<file path="src/rtl/vtdc_seq_pkg.sv">
package vtdc_seq_pkg;

   typedef enum logic [2:0] {
      PH_CLEAR  = 3'd0,
      PH_ARM    = 3'd1,
      PH_SLOW   = 3'd2,
      PH_BOTH   = 3'd3,
      PH_DECODE = 3'd4
   } phase_t;

endpackage

</file>
<file path="src/rtl/vtdc_edge_sync.sv">
module vtdc_edge_sync #(
   parameter int STAGES      = 2,
   parameter bit DETECT_RISE = 1'b1
) (
   input  logic clk,
   input  logic rst_n,
   input  logic async_i,
   output logic evt_o
);

   logic [STAGES-1:0] chain_q;

   genvar gi;
   generate
      for (gi = 0; gi < STAGES; gi++) begin : g_stage
         if (gi == 0) begin : g_first
            always_ff @(posedge clk or negedge rst_n) begin
               if (!rst_n) chain_q[0] <= 1'b0;
               else        chain_q[0] <= async_i;
            end
         end else begin : g_next
            always_ff @(posedge clk or negedge rst_n) begin
               if (!rst_n) chain_q[gi] <= 1'b0;
               else        chain_q[gi] <= chain_q[gi-1];
            end
         end
      end

      if (DETECT_RISE) begin : g_rise
         logic last_q;
         always_ff @(posedge clk or negedge rst_n) begin
            if (!rst_n) last_q <= 1'b0;
            else        last_q <= chain_q[STAGES-1];
         end
         assign evt_o = chain_q[STAGES-1] & ~last_q;


         rise_single_chk: assert property (@(posedge clk) disable iff (!rst_n)
            evt_o |=> !evt_o);
      end else begin : g_level
         assign evt_o = chain_q[STAGES-1];
      end
   endgenerate

endmodule

</file>
<file path="src/rtl/vtdc_watchdog.sv">
module vtdc_watchdog #(
   parameter int CW = 6
) (
   input  logic          clk,
   input  logic          rst_n,
   input  logic          restart_i,
   input  logic [CW-1:0] limit_i,
   output logic          expired_o
);

   logic [CW-1:0] cnt_q;

   assign expired_o = (cnt_q == limit_i - CW'(1));

   always_ff @(posedge clk or negedge rst_n) begin
      if (!rst_n)          cnt_q <= '0;
      else if (restart_i)  cnt_q <= '0;
      else if (!expired_o) cnt_q <= cnt_q + CW'(1);
   end


   cnt_in_window_chk: assert property (@(posedge clk) disable iff (!rst_n)
      cnt_q < limit_i);

endmodule

</file>
<file path="src/rtl/vtdc_seq_fsm.sv">
module vtdc_seq_fsm
   import vtdc_seq_pkg::*;
(
   input  logic   clk,
   input  logic   rst_n,
   input  logic   ref_rise_i,
   input  logic   dco_rise_i,
   input  logic   hit_lvl_i,
   input  logic   expired_i,
   output phase_t phase_o,
   output logic   restart_o,
   output logic   snap_o
);

   phase_t state_q, state_d;

   always_comb begin
      state_d = state_q;
      unique case (state_q)
         PH_CLEAR:  state_d = PH_ARM;
         PH_ARM:    if (ref_rise_i) state_d = PH_SLOW;
         PH_SLOW:   if (dco_rise_i)     state_d = PH_BOTH;
                    else if (expired_i) state_d = PH_CLEAR;
         PH_BOTH:   if (hit_lvl_i)      state_d = PH_DECODE;
                    else if (expired_i) state_d = PH_CLEAR;
         PH_DECODE: state_d = PH_CLEAR;
         default:   state_d = PH_CLEAR;
      endcase
   end

   assign restart_o = (state_d != state_q);
   assign phase_o   = state_q;

   always_ff @(posedge clk or negedge rst_n) begin
      if (!rst_n) begin
         state_q <= PH_CLEAR;
         snap_o  <= 1'b0;
      end else begin
         state_q <= state_d;
         snap_o  <= (state_q == PH_SLOW) && dco_rise_i;
      end
   end


   dco_abort_chk: assert property (@(posedge clk) disable iff (!rst_n)
      (state_q == PH_SLOW && expired_i && !dco_rise_i) |=> state_q == PH_CLEAR);


   idle_dco_ignored_chk: assert property (@(posedge clk) disable iff (!rst_n)
      (state_q == PH_ARM && !ref_rise_i) |=> state_q == PH_ARM);


   hit_abort_chk: assert property (@(posedge clk) disable iff (!rst_n)
      (state_q == PH_BOTH && expired_i && !hit_lvl_i) |=> state_q == PH_CLEAR);

endmodule

</file>
<file path="src/rtl/vernier_meas_sequencer.sv">
module vernier_meas_sequencer
   import vtdc_seq_pkg::*;
#(
   parameter int SYNC_STAGES  = 2,
   parameter int DCO_WAIT_MAX = 40,
   parameter int HIT_WAIT_MAX = 16
) (
   input  logic clk,
   input  logic rst_n,
   input  logic ref_in,
   input  logic dco_in,
   input  logic hit_any,
   output logic ref_gate,
   output logic dco_gate,
   output logic slow_run,
   output logic fast_run,
   output logic snap_slow,
   output logic decode_go,
   output logic clr_all
);

   localparam int WAIT_TOP = (DCO_WAIT_MAX > HIT_WAIT_MAX) ? DCO_WAIT_MAX : HIT_WAIT_MAX;
   localparam int CW       = $clog2(WAIT_TOP + 1);

   generate
      if (SYNC_STAGES < 2) begin : g_bad_sync
         $error("SYNC_STAGES must be at least 2");
      end
      if (DCO_WAIT_MAX < SYNC_STAGES + 2 || HIT_WAIT_MAX < SYNC_STAGES + 2) begin : g_bad_wait
         $error("wait limits must exceed the synchronizer latency");
      end
   endgenerate

   logic   ref_rise, dco_rise, hit_lvl, expired, restart, snap;
   phase_t phase;
   logic [CW-1:0] limit;

   vtdc_edge_sync #(.STAGES(SYNC_STAGES), .DETECT_RISE(1'b1)) u_ref_sync (
      .clk(clk), .rst_n(rst_n), .async_i(ref_in), .evt_o(ref_rise));

   vtdc_edge_sync #(.STAGES(SYNC_STAGES), .DETECT_RISE(1'b1)) u_dco_sync (
      .clk(clk), .rst_n(rst_n), .async_i(dco_in), .evt_o(dco_rise));

   vtdc_edge_sync #(.STAGES(SYNC_STAGES), .DETECT_RISE(1'b0)) u_hit_sync (
      .clk(clk), .rst_n(rst_n), .async_i(hit_any), .evt_o(hit_lvl));

   assign limit = (phase == PH_BOTH) ? CW'(HIT_WAIT_MAX) : CW'(DCO_WAIT_MAX);

   vtdc_watchdog #(.CW(CW)) u_wdog (
      .clk(clk), .rst_n(rst_n), .restart_i(restart), .limit_i(limit),
      .expired_o(expired));

   vtdc_seq_fsm u_fsm (
      .clk(clk), .rst_n(rst_n), .ref_rise_i(ref_rise), .dco_rise_i(dco_rise),
      .hit_lvl_i(hit_lvl), .expired_i(expired), .phase_o(phase),
      .restart_o(restart), .snap_o(snap));

   always_comb begin
      clr_all   = (phase == PH_CLEAR);
      ref_gate  = (phase == PH_ARM);
      dco_gate  = (phase == PH_ARM) || (phase == PH_SLOW);
      slow_run  = (phase == PH_SLOW) || (phase == PH_BOTH);
      fast_run  = (phase == PH_BOTH);
      decode_go = (phase == PH_DECODE);
   end
   assign snap_slow = snap;


   fast_needs_slow_chk: assert property (@(posedge clk) disable iff (!rst_n)
      fast_run |-> slow_run);


   ref_gate_closed_chk: assert property (@(posedge clk) disable iff (!rst_n)
      slow_run |-> !ref_gate);


   clear_after_decode_chk: assert property (@(posedge clk) disable iff (!rst_n)
      decode_go |=> clr_all);


   rearm_after_clear_chk: assert property (@(posedge clk) disable iff (!rst_n)
      clr_all |=> (ref_gate && dco_gate));


   snap_on_fast_start_chk: assert property (@(posedge clk) disable iff (!rst_n)
      $rose(fast_run) |-> snap_slow);


   snap_single_chk: assert property (@(posedge clk) disable iff (!rst_n)
      snap_slow |=> !snap_slow);


   decode_stops_rings_chk: assert property (@(posedge clk) disable iff (!rst_n)
      decode_go |-> (!slow_run && !fast_run && $past(fast_run)));

endmodule

</file>
<file path="config.mk">
export PLATFORM = sky130hd
export DESIGN_NAME = vernier_meas_sequencer
export DESIGN_NICKNAME = d
export VERILOG_FILES = /design/src/rtl/vtdc_seq_pkg.sv /design/src/rtl/vtdc_edge_sync.sv /design/src/rtl/vtdc_watchdog.sv /design/src/rtl/vtdc_seq_fsm.sv /design/src/rtl/vernier_meas_sequencer.sv
export SDC_FILE = /design/constraint.sdc
export NUM_CORES = 1
export LEC_CHECK = 0
export BUFFER_PORTS_ARGS = -buffer_cell sky130_fd_sc_hd__buf_2
export CORE_MARGIN = 5
export CORE_UTILIZATION = 51
export CTS_CLUSTER_SIZE = 28
export DETAILED_ROUTE_END_ITERATION = 8
export GPL_TIMING_DRIVEN = 0
export PLACE_DENSITY_LB_ADDON = 0.08
export SLEW_MARGIN = 20
export SYNTH_ARGS = -nofsm -noshare
export SYNTH_HDL_FRONTEND = slang
export SYNTH_SLANG_ARGS = --single-unit
</file>
<file path="constraint.sdc">
create_clock -name clk -period 2.66 [get_ports clk]
set_input_delay 0.798 -clock clk [delete_from_list [all_inputs] [get_ports clk]]
set_output_delay 0.798 -clock clk [all_outputs]
set_load 0.1 [all_outputs]
</file>
==> results of run 1 <==
[final cells by class]
class                      count  share of cell area, %
sequential                    18                   43.4
multi-input combinational     62                   40.7
timing repair buffer          11                   5.30
buffer                         5                   3.73
clock buffer                   4                   3.49
tap                           25                   3.01
inverter                       1                  0.361
[cells by family after synthesis]
| family | Yosys count | synth area share, % |
|---|---|---|
| flops | 18 | 50.2 |
| fa+ha+maj | 1 | 1.39 |
| xor+xnor | 2 | 1.95 |
| compound gates | 18 | 14.8 |
| buf+inv | 6 | 4.74 |
| simple gates | 41 | 26.9 |
[sequential cells by signal, summed over array words and instances, names as in the netlist]
| register | count |
|---|---|
| u_hit_sync.chain_q | 1 |
| u_fsm.phase_o | 3 |
| u_dco_sync.g_rise.last_q | 1 |
| u_dco_sync.chain_q | 2 |
| u_wdog.cnt_q | 6 |
| u_hit_sync.evt_o | 1 |
| u_ref_sync.g_rise.last_q | 1 |
| u_ref_sync.chain_q | 2 |
| u_fsm.snap_o | 1 |
[per-layer routing]
metal	wire, um	track usage [%]	up-vias
met5	0	0	-
met2	743	22.2	26
met4	44	7.86	0
met3	107	3.44	5
li1	-	-	333
met1	659	17.6	321
[per-stage QoR]
stage | instance area (um^2) | setup WS [ns]
after floorplan | 916 | 0.126
after global placement | 1000 | 0.599
after detailed placement | 1000 | 0.583
after CTS | 1040 | 0.240
after global routing | 1040 | 0.167
final | 1040 | 0.256
[power groups by stage]
stage / Combinational, mW / Sequential (mW) / Clock (mW)
6_report: 0.734 / 0.333 / 0.169
5_1_grt: 0.778 / 0.340 / 0.188
4_1_cts: 0.738 / 0.334 / 0.175
3_5_place_dp: 0.736 / 0.339 / 0
3_3_place_gp: 0.732 / 0.339 / 0
2_1_floorplan: 0.633 / 0.343 / 0
[cell usage after synthesis]
cell	n	area (um^2)
buf_6	1	11.3
buf_2	1	5.00
a21oi_1	6	30.0
and4bb_2	1	12.5
o21bai_1	1	7.51
buf_4	3	22.5
nor3_1	3	15.0
nor4b_2	1	15.0
a31oi_1	1	6.26
nand2b_1	3	18.8
nand3b_1	1	7.51
a22o_4	1	17.5
nor3b_1	1	7.51
nand2_1	5	18.8
nand3_1	3	15.0
dfrtp_1	18	450
nor2b_1	3	18.8
inv_1	1	3.75
xnor2_1	1	8.76
nor2_1	14	52.6
a22oi_2	1	12.5
and2_1	2	12.5
nand3b_4	1	20.0
ha_1	1	12.5
o21ai_0	5	25.0
nor3_2	1	10.0
o41ai_1	1	8.76
a211oi_2	2	25.0
xor2_1	1	8.76
or3_4	1	11.3
nor4_1	1	6.26
[worst max-delay path by stage]
stage | startpoint | endpoint | slack, ns | cells after the start
6_report | u_fsm.phase_o[1]$_DFF_PN0_ | dco_gate | 0.26 | 4
5_1_grt | u_fsm.phase_o[1]$_DFF_PN0_ | dco_gate | 0.17 | 4
4_1_cts | u_fsm.phase_o[1]$_DFF_PN0_ | dco_gate | 0.24 | 4
3_5_place_dp | u_fsm.phase_o[1]$_DFF_PN0_ | dco_gate | 0.58 | 4
3_3_place_gp | u_fsm.phase_o[1]$_DFF_PN0_ | dco_gate | 0.60 | 4
2_1_floorplan | u_fsm.phase_o[0]$_DFF_PN0_ | decode_go | 0.13 | 2
==> results.md, run 1 <==
* Max-cap viol count at 0
* Maximum vdd drop at 0.885 mV
* Vias/cell at 5.44
* RSZ-0062 raised after global routing: false
* Port Buffers at 11
* Tmin final at 2.40 ns
* Antenna-violating nets left at 0
* Clk Latency, worst-skew pair at 0.30 ns
* Post_cts resized at 0
* Number of H-tree levels at 1
* Fmax at 416 MHz
* CP bufs+invs at 2
* Crit path kind: flop to output pin
* Data required, critical path at 1.86 ns
* Cell Rows at 15
* Sw Ratio at 53.8%
* Total GRT Usage at 14.1%
* CTS clk-pin slew, worst paths at 0.10 ns
* Crit-path cells: buf_4 > nand2b_1 > a21oi_2 > buf_2
* Final setup fails at 0
* Synth unique cells at 31
* Internal at 571 uW
* RD Place Congestion at 0.851
* Period utilization at 90.4%
* Post-synthesis cell count at 86
* Layout net count at 108
* Post-DR wirelength/cell at 12.3 um
* R2R Setup Slk at 0.96 ns
* Vias after detailed routing at 685
* Clock Tree Buf Depth at 2
* Worst R2R Path Depth at 6
* Fin Setup TNS at 0 ns
* Yosys warning total at 0
* Most frequent cells in the layout: dfrtp_1 (18), nor2_1 (13), buf_2 (12)
* Pre-Repair DR Iteration Count at 4
* Final wirelength at 1.55 mm
* Hold depth at 0
* Placed Cells at 122
* Critical-path top delay cell: buf_2
* # IOs at 12
* Core ar. at 1710 um^2
* Final core utilization at 60.8%
* Starting Density at 52.5%
* Sequential fraction of the synthesis area at 50.2%
* Syn-to-layout area delta at 15.8%
* Final Power at 1.24 mW
* Worst setup SP type: flop
* Outcome: finished, final reports clean
* TritonCTS clock tree: yes
* Pwr dens at 1190 nW/um^2
* Register area at 450 um^2
* Initial antenna violation count at 0
* Hpwl dp at 1.12 mm
* Tightest Pin Transition at 0.486 ns
* Fin Clk Skew at 0.00125 ns
* Slew headroom at 67.8%
* TritonCTS Buffers at 3
* Synth Register Bits at 18
* Synthesized Nets at 92
* Root Driver: clkbuf_4
* CTS Hold Bufs at 0
* Seq pwr share at 27.0%
* Non-filler cells in the finished layout at 126
* Die H at 51.9 um
* Sw power at 665 uW
* Worst Hold Class: flop to flop
* Layout cells sized above 1 at 33.7%
* Vias in the first global route at 637
* Top cell family by delay on the critical path: buffers and inverters
* Max stage delay on crit path at 0.43 ns
* CP endpoint kind: output pin
* R2r startpoint: u_wdog.cnt_q[0]$_DFFE_PN0P_
* Peak fanout along the critical path at 10
* CP Data Arrival Time at 1.61 ns
* Comb pwr share at 59.4%
* RR Endpoint: u_wdog.cnt_q[1]$_DFFE_PN0P_
* Hold_sp: u_ref_sync.chain_q[0]$_DFF_PN0_
* N_diodes at 0
* Commonest non-fill, non-tap cell in the layout: dfrtp_1
* Post-CTS Setup Bufs at 0
* Overflow after GRT at 0
* CTS Sinks at 18
* 1st-iter DRT viols at 10
* Pin count of the biggest net entering global routing at 19
* Post-Syn Area at 897 um^2
* Multi-input gate area at 423 um^2
* Die Span X at 51.9 um
* Mapped Avg Cell Area at 10.4 um^2
* Hold Slack at 0.358 ns
* Hold path endpoint: u_ref_sync.chain_q[1]$_DFF_PN0_
* Final hold vios at 0
* First-pass GRT wire length at 2.75 mm
* Pleak at 0.468 nW
* # fillers at 143
* Clock power frac at 13.7%
* Number of remaining DRC errors at 0
* Fin. max-slew vios at 0
* Total die area at 2700 um^2
Power figures use the tool's default switching activity.
==> run 2: changes to the inputs <==
--- a/config.mk
+++ b/config.mk
@@ -5,9 +5,10 @@
 export SDC_FILE = /design/constraint.sdc
 export NUM_CORES = 1
 export LEC_CHECK = 0
+export ABC_AREA = 1
 export BUFFER_PORTS_ARGS = -buffer_cell sky130_fd_sc_hd__buf_2
 export CORE_MARGIN = 5
-export CORE_UTILIZATION = 51
+export CORE_UTILIZATION = 50
 export CTS_CLUSTER_SIZE = 28
 export DETAILED_ROUTE_END_ITERATION = 8
 export GPL_TIMING_DRIVEN = 0
==> results.md, run 2 <==
* Layout cells sized above 1 at 39.4%
* Pwr dens at 1090 nW/um^2
* Critical-path top delay cell: dfrtp_1
* Hpwl dp at 1.04 mm
* Fin Clk Skew at 0.00126 ns
* CP endpoint kind: output pin
* Fmax at 418 MHz
* 1st-iter DRT viols at 7
* RD Place Congestion at 0.726
* Leading register cell type out of synthesis: dfrtp_1
* Overflow after GRT at 0
* Pre-Repair DR Iteration Count at 4
* RSZ-0062 raised after global routing: false
* Hold depth at 0
* Syn-to-layout area delta at 12.9%
* CTS Hold Bufs at 0
* Yosys warning total at 0
* Total GRT Usage at 12.8%
* Post_cts resized at 0
* Area leader, netlist: dfrtp_1
* CTS clk-pin slew, worst paths at 0.10 ns
* Final worst slack at 0.270 ns
* Most frequent cell after synthesis: dfrtp_1
* Max stage delay on crit path at 0.45 ns
* Antenna-violating nets left at 0
* Clk Latency, worst-skew pair at 0.29 ns
* Max-cap viol count at 0
* Crit-path cells: inv_1 > nand2_1 > nor2_1 > buf_2
* Tmin final at 2.39 ns
* Tightest Pin Transition at 0.487 ns
* Root Driver: clkbuf_4
* Worst setup SP type: flop
* Period utilization at 89.9%
* Most frequent cells in the layout: dfrtp_1 (18), nand2_1 (13), buf_2 (11), inv_1 (10)
* Post-CTS Setup Bufs at 0
* TritonCTS clock tree: yes
* Number of H-tree levels at 1
* Pin count of the biggest net entering global routing at 19
* Top post-synthesis cells by count: dfrtp_1 (18), nand2_1 (13), inv_1 (10)
* Top cell family by delay on the critical path: buffers and inverters
* Layout net count at 111
* Synth Register Bits at 18
* Vias in the first global route at 584
* Post-DR wirelength/cell at 11.1 um
* Slew headroom at 67.8%
* Cell Rows at 15
* Post-Syn Area at 873 um^2
* Final wirelength at 1.34 mm
* CP bufs+invs at 2
* CP Data Arrival Time at 1.59 ns
* Initial antenna violation count at 0
* Final Cell Area at 986 um^2
* Worst Hold Class: flop to flop
* Worst setup path start: u_fsm.phase_o[0]$_DFF_PN0_
* N_diodes at 0
* Vias after detailed routing at 576
* Hold Slack at 0.356 ns
* Starting Density at 51.7%
* Number of remaining DRC errors at 0
* Clock Tree Buf Depth at 2
* Most flops, register: u_wdog.cnt_q
* Post-DP Area at 950 um^2
* Pleak at 0.485 nW
* Sequential fraction of the synthesis area at 51.6%
* CTS Sinks at 18
* Synth unique cells at 18
* Final Power at 1.08 mW
* Outcome: finished, final reports clean
* Mapped Avg Cell Area at 9.81 um^2
* Data required, critical path at 1.86 ns
* Post-synth EDFFs at 0
* Fin. max-slew vios at 0
* Hold_sp: u_hit_sync.chain_q[0]$_DFF_PN0_
* Maximum vdd drop at 0.771 mV
* Share of the synthesized area in the top cell type at 51.6%
* Final hold vios at 0
* Peak fanout along the critical path at 5
* Synthesized Nets at 95
* R2r startpoint: u_wdog.cnt_q[0]$_DFFE_PN0P_
* First-pass GRT wire length at 2.53 mm
* # IOs at 12
* Largest register FFs at 6
* Fraction of registers with async set/reset at 100%
* Die H at 51.8 um
* Vias/cell at 4.76
* Dpl ws at 0.584 ns
* Total die area at 2680 um^2
* Port Buffers at 11
* Cells taking the most area after synthesis: dfrtp_1 (52%), nor2_2 (6.4%), nand2_1 (5.6%)
* Core ar. at 1690 um^2
* Commonest non-fill, non-tap cell in the layout: dfrtp_1
* Post-synthesis cell count at 89
* Crit path kind: flop to output pin
* Worst R2R Path Depth at 10
* Die Span X at 51.8 um
* CP Depth at 4
* TritonCTS Buffers at 3
* Final setup fails at 0
## run 2: cell type report
class                      instances  area (um^2)
fill                             161          703
sequential                        18          450
multi-input combinational         58          374
timing repair buffer              11         55.1
inverter                          13         48.8
clock buffer                       4         36.3
tap                               17         21.3
## run 2: metrics by stage
step	TNS, ns	cells	utilization [%]
detailed placement	0	117	56.2
CTS	0	121	58.4
global placement	0	117	56.2
global route	0	121	58.4
finish	0	121	58.4
floorplan	-0.155	89	-
## run 2: cell families after synthesis
logic type                 after synthesis  share of synthesized area (%)
and+or+nand+nor                         49                           35.1
DFF                                     18                           51.6
buffers and inverters                   13                           5.59
AOI/OAI and AO/OA                        4                           2.29
xor gates and xnor gates                 4                           4.01
adders and majority gates                1                           1.43
## run 2: worst reg2reg max path: cells and delay by family (launching register included)
family	cells	cell delay, ns
flip-flops	1	0.41
adder cells (fa/ha/maj)	1	0.20
AND/OR/NAND/NOR	9	0.82
## run 2: power breakdown
part	leakage, nW	switching, mW	total, mW	internal [mW]
sequential	0.227	0.0384	0.345	0.307
clock	0.0210	0.0821	0.165	0.0834
combinational	0.236	0.450	0.568	0.118
## run 2: metal layers
layer / share of wire (%) / track usage, % / vias up / routed length (um)
met5: 0 / 0 / - / 0
met3: 4.5 / 3.44 / 4 / 60
met2: 47 / 20.8 / 12 / 628
met1: 47 / 15.9 / 258 / 633
met4: 1.5 / 5.24 / 0 / 20
li1: - / - / 302 / -
## run 2: final timing paths
path | to | slack, ns
max in group asynchronous | u_fsm.phase_o[0]$_DFF_PN0_ | 1.97
min reg2reg | u_hit_sync.evt_o$_DFF_PN0_ | 0.36
max | clr_all | 0.27
min in group asynchronous | u_ref_sync.chain_q[1]$_DFF_PN0_ | 0.42
max reg2reg | u_wdog.cnt_q[4]$_DFFE_PN0P_ | 1.11
min | u_hit_sync.evt_o$_DFF_PN0_ | 0.36
